--- config.mk ---
export PLATFORM = sky130hd
export DESIGN_NAME = ami_violation_encoder
export DESIGN_NICKNAME = d
export VERILOG_FILES = /design/src/rtl/ami_enc_pkg.sv /design/src/rtl/ami_req_edge.sv /design/src/rtl/ami_mode_gate.sv /design/src/rtl/ami_mark_encoder.sv /design/src/rtl/ami_violation_encoder.sv
export SDC_FILE = /design/constraint.sdc
export NUM_CORES = 1
export LEC_CHECK = 0
export BUFFER_PORTS_ARGS = -buffer_cell sky130_fd_sc_hd__buf_2
export CORE_AREA = 2 2 39 41
export CTS_CLUSTER_DIAMETER = 40
export DETAILED_ROUTE_END_ITERATION = 12
export DIE_AREA = 0 0 41 43
export GPL_TIMING_DRIVEN = 0
export HOLD_SLACK_MARGIN = 0.06
export PLACE_DENSITY = 0.47
export SLEW_MARGIN = 25
export SYNTH_ARGS = -nofsm -noshare
export SYNTH_HDL_FRONTEND = slang
export SYNTH_SLANG_ARGS = --single-unit
--- constraint.sdc ---
create_clock -name clk -period 3.31 [get_ports clk]
set_input_delay 0.1655 -clock clk [delete_from_list [all_inputs] [get_ports clk]]
set_output_delay 0.1655 -clock clk [all_outputs]
set_load 0.02 [all_outputs]
--- src/rtl/ami_enc_pkg.sv ---
// Package: shared constants and types for the AMI violation encoder.
// Assumes: loopback mode codes are static while the block runs.
package ami_enc_pkg;

    localparam int LB_W = 3;

    localparam logic [LB_W-1:0] LB_NONE    = 3'd0;
    localparam logic [LB_W-1:0] LB_DIGITAL = 3'd1;
    localparam logic [LB_W-1:0] LB_ANALOG  = 3'd2;
    localparam logic [LB_W-1:0] LB_REMOTE  = 3'd3;
    localparam logic [LB_W-1:0] LB_INBAND  = 3'd4;

    // Result of decoding the mode inputs for the violation path.
    typedef struct packed {
        logic insert_ok;  // requests may arm a violation on the line
        logic divert;     // requests are returned to the system side
    } viol_gate_t;

endpackage

--- src/rtl/ami_req_edge.sv ---
// Module: ami_req_edge
// Samples the violation request on the falling clock edge and flags a
// low-to-high change between two consecutive samples. The flag stays
// valid from one falling edge to the next, so it covers exactly one
// rising edge.
// Assumes: req is stable around the falling edge.
module ami_req_edge (
    input  logic clk,
    input  logic rst_n,
    input  logic req,
    output logic level,
    output logic rise
);

    logic samp_q;
    logic prev_q;

    // Falling-edge sampler with a one-sample history.
    always_ff @(negedge clk) begin
        if (!rst_n) begin
            samp_q <= 1'b0;
            prev_q <= 1'b0;
        end else begin
            samp_q <= req;
            prev_q <= samp_q;
        end
    end

    // Edge flag and level seen by the rising-edge logic.
    always_comb begin
        level = samp_q;
        rise  = samp_q & ~prev_q;
    end

endmodule

--- src/rtl/ami_mode_gate.sv ---
// Module: ami_mode_gate
// Decodes the static mode inputs into two decisions: may a request
// become a line violation, and should it be redirected to the system.
// Assumes: lb_mode codes outside the defined set mean no loopback.
module ami_mode_gate
    import ami_enc_pkg::*;
(
    input  logic            single_rail_en,
    input  logic            ami_en,
    input  logic            all_ones_en,
    input  logic [LB_W-1:0] lb_mode,
    output viol_gate_t      gate
);

    logic feature_on;
    logic lb_blocks;
    logic lb_digital;

    // Classify the loopback code.
    always_comb begin
        lb_digital = (lb_mode == LB_DIGITAL);
        lb_blocks  = (lb_mode == LB_ANALOG) || (lb_mode == LB_REMOTE)
                  || (lb_mode == LB_INBAND);
    end

    // Combine line coding, all-ones mode and loopback into the gate.
    always_comb begin
        feature_on     = single_rail_en & ami_en;
        gate.divert    = feature_on & all_ones_en & lb_digital;
        gate.insert_ok = feature_on & ~(all_ones_en & (lb_blocks | lb_digital));
    end

endmodule

--- src/rtl/ami_mark_encoder.sv ---
// Module: ami_mark_encoder
// Holds the armed-violation flag and the last mark polarity, and
// registers the two line rails. Marks alternate unless a violation is
// armed; a violating mark repeats the last polarity.
// Assumes: mark_in and arm are valid at the rising edge.
module ami_mark_encoder (
    input  logic clk,
    input  logic rst_n,
    input  logic mark_in,
    input  logic arm,
    input  logic insert_ok,
    output logic line_pos,
    output logic line_neg
);

    logic pend_q;
    logic last_pos_q;  // 1: previous mark was positive
    logic pend_now;
    logic pol_now;

    // Merge new requests into the armed flag; a disabled path drops it.
    always_comb begin
        pend_now = insert_ok & (pend_q | arm);
        pol_now  = pend_now ? last_pos_q : ~last_pos_q;
    end

    // Update tracker state and register the line symbol.
    always_ff @(posedge clk) begin
        if (!rst_n) begin
            pend_q     <= 1'b0;
            last_pos_q <= 1'b0;
            line_pos   <= 1'b0;
            line_neg   <= 1'b0;
        end else if (mark_in) begin
            pend_q     <= 1'b0;
            last_pos_q <= pol_now;
            line_pos   <= pol_now;
            line_neg   <= ~pol_now;
        end else begin
            pend_q     <= pend_now;
            line_pos   <= 1'b0;
            line_neg   <= 1'b0;
        end
    end

endmodule

--- src/rtl/ami_violation_encoder.sv ---
// Module: ami_violation_encoder (top)
// Single-rail to AMI dual-rail encoder with edge-triggered bipolar
// violation insertion and mode-dependent suppression or redirection.
// Assumes: mode inputs change only while rst_n is low.
module ami_violation_encoder
    import ami_enc_pkg::*;
(
    input  logic            clk,
    input  logic            rst_n,
    input  logic            tx_data,
    input  logic            viol_req,
    input  logic            single_rail_en,
    input  logic            ami_en,
    input  logic            all_ones_en,
    input  logic [LB_W-1:0] lb_mode,
    output logic            line_pos,
    output logic            line_neg,
    output logic            viol_loop
);

    logic       req_level;
    logic       req_rise;
    logic       mark;
    viol_gate_t gate;

    ami_req_edge u_edge (
        .clk   (clk),
        .rst_n (rst_n),
        .req   (viol_req),
        .level (req_level),
        .rise  (req_rise)
    );

    ami_mode_gate u_gate (
        .single_rail_en (single_rail_en),
        .ami_en         (ami_en),
        .all_ones_en    (all_ones_en),
        .lb_mode        (lb_mode),
        .gate           (gate)
    );

    // All-ones mode forces every bit to a mark.
    always_comb mark = all_ones_en | tx_data;

    ami_mark_encoder u_enc (
        .clk       (clk),
        .rst_n     (rst_n),
        .mark_in   (mark),
        .arm       (req_rise),
        .insert_ok (gate.insert_ok),
        .line_pos  (line_pos),
        .line_neg  (line_neg)
    );

    // Return the sampled request to the system side in redirect mode.
    always_ff @(posedge clk) begin
        if (!rst_n) viol_loop <= 1'b0;
        else        viol_loop <= gate.divert & req_level;
    end

endmodule

Yosys cells after proc, flatten, opt, wreduce, memory -nomap -nowiden
Index checks and enable logic that the tools add are counted.

operators by class
  equality and inequality tests = 4
  mux-type cells = 1
  bitwise operators = 16
  reductions and logical operators = 4

operators with widths
  cell                  number
  $and A1 B1 Y1         8
  $eq A3 B2 Y1 const B  2
  $not A1 Y1            5
  $eq A3 B1 Y1 const B  1
  $eq A3 B3 Y1 const B  1
  $or A1 B1 Y1          3
  $logic_or A1 B1 Y1    2
  $reduce_and A2 Y1     1
  $reduce_or A2 Y1      1
  $mux W1               1

word-level totals
  flip-flop bits (word level) = 7
  input port bits = 10
  output and inout bits = 3
  logic and storage cells = 32

Longest topological paths before layout
Gate-level depths: netlist (run 1).

  word-level depth = 10
  depth in mapped cells = 4
  mapped depth without buffers = 4

Cells and area by module
Synthesis (run 1) repeated with hierarchy kept, for this count alone.

second synthesis, totals
  cell total of the unflattened synthesis = 29
  area total of the unflattened synthesis = 281.5 um2

modules (own cells, without submodules)
  module                 instances  cells each  area each (um2)  sequential area each (um2)
  ami_mark_encoder       1          14          142.6            80.1
  ami_req_edge           1          6           70.1             40.0
  ami_mode_gate          1          6           36.3             0.0
  ami_violation_encoder  1          3           32.5             20.0

==> summary.md, run 1 <==
| Metric | Value |
|---|---|
| Fin. Hold Viols | 0 |
| Switching Fraction | 25.6% |
| Most frequent cells in the layout | 12 x buf_2, 7 x dfxtp_1, 3 x and2_1, 3 x inv_1, 3 x clkbuf_4 |
| Fin util | 30.6% |
| HP Class | primary input to register |
| Slowest CP cell | or4b_1 |
| Worst-path clk slew | 0.05 ns |
| Worst-skew pair later-pin latency | 0.30 ns |
| Final estimated routing congestion in global placement | 0.755 |
| Cell taking the most area after synthesis | dfxtp_1 |
| Final Hold Slack | 0.196 ns |
| Post-layout net count | 61 |
| Post_cts resized | 0 |
| Reg-to-reg slack, setup | 0.53 ns |
| Layout cells sized above 1 | 36.0% |
| Row count | 14 |
| Worst path top cell family by delay | simple AND/OR/NAND/NOR gates |
| MaxCap Viol Count | 0 |
| Total placed cells including tap cells | 61 |
| Die W | 41 um |
| Worst setup margin | 0.529 ns |
| P_leak | 0.204 nW |
| Syn. warnings | 0 |
| Capturing point of the worst reg2reg path | u_enc.last_pos_q |
| Post-CTS Setup Bufs | 0 |
| Vias | 282 |
| Comb power frac | 14.0% |
| Ranking of synthesized cells by area | dfxtp_1 45%, mux2i_1 6.4%, and2_1 6.0% |
| Pre-CTS worst setup slack | 0.576 ns |
| Post-synthesis sequential area ratio | 44.8% |
| CTS root buf | clkbuf_4 |
| Worst slew margin | 80.6% |
| Hold wc startpoint | rst_n |
| Reg2Reg Depth | 3 |
| CP Capture Point | u_enc.last_pos_q |
| Clk network pwr share | 40.0% |
| # setup viols final | 0 |
| Sequential power share | 46.0% |
| CTS tree | done |
| Most common cell after layout, fill and taps aside | buf_2 |
| CTS max path bufs | 2 |
| Required @ worst endpoint | 3.50 ns |
| Crit-path cells | a21oi_1, or4b_1, nand3_1 |
| Vias per cell | 4.27 |
| DRC errors left | 0 |
| Core area | 0.00138 mm2 |
| Clock Sinks | 7 |
| Post-synth cell types | 20 |
| Max Slew Vio Count | 0 |
| CP max FO | 4 |
| Number of I/O pins | 13 |
| Initial antenna violation count | 0 |
| FF-to-FF Start | u_edge.level |
| Internal | 0.150 mW |
| Worst ir drop on vdd | 92.2 uV |
| # diodes | 0 |
| Syn Area/Cell | 9.48 um2 |
| ANT nets after route | 0 |
| Largest net degree at the start of global routing | 7 |
| Crit. End Element | register |
| Initial DRC Count | 1 |
| Final WL | 566 um |
| Gr ovfl total | 0 |
| Initial core utilization | 22.6% |
| Port Buf Inserts | 12 |
| Worst EP arrival | 2.97 ns |
| Fillers | 142 |
| Status | complete, no violations |
| Cell area power density | 476 mW/mm2 |
| Synth Net Count | 43 |
| Worst-margin pin slew | 0.291 ns |
| Total CTS buffers | 3 |
| WP buf/inv | 0 |
| Vias in the first global route | 229 |
| GRT Total Usage | 7.64% |
| Post-synthesis cell area | 313 um2 |
| Net Sw Power | 0.0514 mW |
| First-pass GRT wire length | 883 um |
| WL/cell | 8.58 um |
| CP peak stage delay | 0.51 ns |
| Yosys reg bits | 7 |
| # hold bufs at CTS | 0 |
| Post-synthesis cell count | 33 |
| Crit path from | u_edge.level |
| Crit path kind | register to register |
| Dpl hpwl | 471 um |
| CTS H-tree lvls | 1 |
| WP depth | 3 |
| Fin cells | 66 |
| P&R area growth vs syn | 35.2% |
| Setup Skew | 0.0553 ns |
| Die Ht | 43 um |
| Die footprint | 0.00176 mm2 |
| Initial DRT Pass Iterations | 2 |
| Startpoint Class | register |
| Setup TNS | 0 ns |
| Unrepaired setup endpoints after global routing | no |
| Top-area cell type share of the netlist area | 44.8% |
## kinds of logic after synthesis
family	count (synthesis)	share of synthesized area (%)
mux	2	6.40
compound gates	6	11.2
flops	7	44.8
simple gates	16	35.2
buf+inv	2	2.40
## how the worst min path moves through the flow
stage / to / cells after the start
5_1_grt: viol_loop / 2
3_5_place_dp: u_enc.pend_q / 3
6_report: u_enc.pend_q / 3
4_1_cts: u_enc.pend_q / 3
2_1_floorplan: u_enc.pend_q / 2
3_3_place_gp: u_enc.pend_q / 3
## state kept, by name (all words and copies together) (netlist names)
signal / flops
u_edge.level: 1
u_edge.prev_q: 1
u_enc.last_pos_q: 1
u_enc.line_neg: 1
u_enc.line_pos: 1
u_enc.pend_q: 1
viol_loop: 1
## layout make-up
type | instances | area (um2) | area share, %
sequential | 7 | 140 | 33.1
timing repair buffer | 12 | 60.1 | 14.2
multi-input combinational | 24 | 165 | 39.1
inverter | 1 | 3.75 | 0.888
tap | 16 | 20.0 | 4.73
clock buffer | 3 | 22.5 | 5.33
clock inverter | 3 | 11.3 | 2.66
## routing by layer
layer | wire [um] | GRT usage (%) | vias up | part of all wire, %
li1 | - | - | 153 | -
met1 | 275 | 10.6 | 122 | 49
met2 | 272 | 8.75 | 7 | 48
met3 | 19 | 1.57 | 0 | 3.4
met4 | 0 | 8.00 | 0 | 0
met5 | 0 | 0 | - | 0
## synthesized netlist by cell type
| library cell | number |
|---|---|
| a21oi_1 | 1 |
| a22oi_1 | 1 |
| and2_1 | 3 |
| and3_4 | 1 |
| and4_1 | 1 |
| and4bb_1 | 1 |
| dfxtp_1 | 7 |
| inv_1 | 2 |
| mux2i_1 | 2 |
| nand2_1 | 2 |
| nand3_1 | 1 |
| nor2_1 | 2 |
| nor3_1 | 1 |
| o211ai_1 | 1 |
| o21ai_0 | 1 |
| o21ai_1 | 2 |
| or2_2 | 1 |
| or3_1 | 1 |
| or3_4 | 1 |
| or4b_1 | 1 |
## worst reg2reg max path: cells and delay by family, from the launching register on
kind,cells,cell delay [ns]
and+or+nand+nor,2,0.59
AOI/OAI and AO/OA,1,0.11
DFF,1,0.32
## power by group through the flow
stage / sequential, mW / clock [mW] / combinational (mW)
finish: 0.0925 / 0.0805 / 0.0282
global route: 0.0930 / 0.0937 / 0.0318
CTS: 0.0924 / 0.0834 / 0.0287
detailed placement: 0.0937 / 0.00568 / 0.0287
global placement: 0.0939 / 0.00568 / 0.0283
floorplan: 0.0967 / 0.00568 / 0.0135
## stage by stage
stage / power, mW / instance area (um2)
after floorplan: 0.116 / 313
after global placement: 0.128 / 393
after detailed placement: 0.128 / 393
after CTS: 0.204 / 423
after global routing: 0.218 / 423
final: 0.201 / 423
(Power assumes the default switching activity.)
==> inputs of run 2 (changes only) <==
PLACE_DENSITY = 0.49   (was 0.47)
clock period = 2.4 ns   (was 3.31 ns; I/O delays follow)
==> run 2 against run 1 <==
  * Sequential cell count unchanged
  * Sequential power increased by 37%
  * Critical path depth rose by 1
  * Clock power up 48%
  * Critical endpoint unchanged
==> summary.md, run 2 (synthesized netlist as in run 1, its figures left out) <==
| Metric | Value |
|---|---|
| Status | complete, no violations |
| Final estimated routing congestion in global placement | 0.744 (-1.4%) |
| Die W | 41 um (unchanged) |
| Layout cells sized above 1 | 38.0% (+2.0 points) |
| Max Slew Vio Count | 0 (unchanged) |
| Fillers | 152 (+7.0%) |
| Worst-skew pair later-pin latency | 0.32 ns (+0.02 ns) |
| Die footprint | 0.00176 mm2 (unchanged) |
| Worst slew margin | 84.0% (+3.4 points) |
| Setup Skew | 0.0676 ns (+0.0123 ns) |
| Cell area power density | 669 mW/mm2 (+41%) |
| CTS root buf | clkbuf_4 |
| Fin. Hold Viols | 0 (unchanged) |
| Total placed cells including tap cells | 61 (unchanged) |
| # hold bufs at CTS | 0 (unchanged) |
| Row count | 14 (unchanged) |
| P_leak | 0.205 nW (+0.42%) |
| DRC errors left | 0 (unchanged) |
| Clock Sinks | 7 (unchanged) |
| Initial DRT Pass Iterations | 4 (+2) |
| Setup TNS | 0 ns (unchanged) |
| Most frequent cells in the layout | 12 x buf_2, 7 x dfxtp_1, 3 x and2_1, 3 x inv_1, 3 x clkbuf_4 |
| Final WL | 563 um (-0.53%) |
| CTS tree | done |
| Number of I/O pins | 13 (unchanged) |
| Post-layout net count | 61 (unchanged) |
| # setup viols final | 0 (unchanged) |
| P&R area growth vs syn | 36.4% |
| Vias | 294 (+4.3%) |
| Fin util | 30.8% (+0.27 points) |
| CTS max path bufs | 2 (unchanged) |
| Unrepaired setup endpoints after global routing | no |
| Total CTS buffers | 3 (unchanged) |
| Crit. End Element | register |
| Initial antenna violation count | 0 (unchanged) |
| Required @ worst endpoint | 2.59 ns (-0.91 ns) |
| Worst-path clk slew | 0.06 ns (about the same) |
| CP max FO | 4 (unchanged) |
| CTS H-tree lvls | 1 (unchanged) |
| Startpoint Class | register |
| Largest net degree at the start of global routing | 7 (unchanged) |
| First-pass GRT wire length | 938 um (+6.2%) |
| WL/cell | 8.53 um (-0.53%) |
| Core area | 0.00138 mm2 (unchanged) |
| Vias per cell | 4.45 (+4.3%) |
| Most common cell after layout, fill and taps aside | buf_2 |
| Worst EP arrival | 2.52 ns (-0.45 ns) |
| # diodes | 0 (unchanged) |
| Total power | 0.285 mW (+42%) |
| Pre-CTS worst setup slack | 0.126 ns (-0.451 ns) |
| MaxCap Viol Count | 0 (unchanged) |
| Crit path kind | register to register |
| Reg2Reg Depth | 4 (+1) |
| GRT Total Usage | 8.34% (+0.70 points) |
| Dpl hpwl | 456 um (-3.3%) |
| Worst ir drop on vdd | 227 uV (+150%) |
| Gr ovfl total | 0 (unchanged) |
| Vias in the first global route | 217 (-5.2%) |
| Worst-margin pin slew | 0.239 ns (-0.0514 ns) |
| Die Ht | 43 um (unchanged) |
| Initial DRC Count | 13 (+12) |
| Port Buf Inserts | 12 (unchanged) |
| Fin cells | 66 (unchanged) |
| ANT nets after route | 0 (unchanged) |
| Worst setup margin | 0.0748 ns (-0.455 ns) |
| Initial core utilization | 22.6% (unchanged) |
| Hold depth | 2 (-1) |
| HP Class | primary input to register |
==> run 2: what timing repair did <==
action                                  in CTS  in global routing
resized for setup                            0                  1
buffers inserted                             0                  0
endpoints found under the setup margin       0                  3
==> run 2: per-layer routing <==
layer | up-vias | GRT usage, % | part of all wire [%]
li1 | 154 | - | -
met1 | 125 | 11.3 | 47
met2 | 15 | 9.38 | 43
met3 | 0 | 3.14 | 10
met4 | 0 | 8.00 | 0
met5 | - | 0 | 0
==> run 2: layout make-up <==
| type | instances | area [um2] | share of cell area, % |
|---|---|---|---|
| repair buffers | 12 | 60.1 | 14.1 |
| clock buffers | 3 | 22.5 | 5.28 |
| flip-flops and latches | 7 | 140 | 32.8 |
| clock inverters | 3 | 11.3 | 2.64 |
| well taps | 16 | 20.0 | 4.69 |
| multi-input cells | 24 | 169 | 39.6 |
| inverters | 1 | 3.75 | 0.880 |
==> run 2: stage by stage <==
stage,hold slack [ns],area [um2]
2_1_floorplan,0.238,313
3_3_place_gp,0.392,393
6_report,0.134,427
3_5_place_dp,0.398,393
5_1_grt,0.133,427
4_1_cts,0.127,423
==> run 2: final timing paths <==
| kind | from | endpoint | slack [ns] |
|---|---|---|---|
| hold reg to reg | u_edge.level | u_edge.prev_q | 0.49 |
| setup / recovery | u_edge.prev_q | u_enc.last_pos_q | 0.07 |
| hold / removal | ami_en | viol_loop | 0.13 |
| setup reg to reg | u_edge.prev_q | u_enc.last_pos_q | 0.07 |
==> run 2: worst max-delay path, stage by stage (launching register included) <==
cell and delay (ns):
dfxtp_1 0.29, inv_1 0.06, a21oi_2 0.07, or4b_1 0.51, nand3_1 0.08
==> run 2: where the power goes <==
part	switching [mW]	total (mW)	internal, mW
clock network	0.0549	0.119	0.0639
registers	0.00331	0.127	0.124
logic	0.0201	0.0391	0.0190
total	0.0783	0.285	0.207
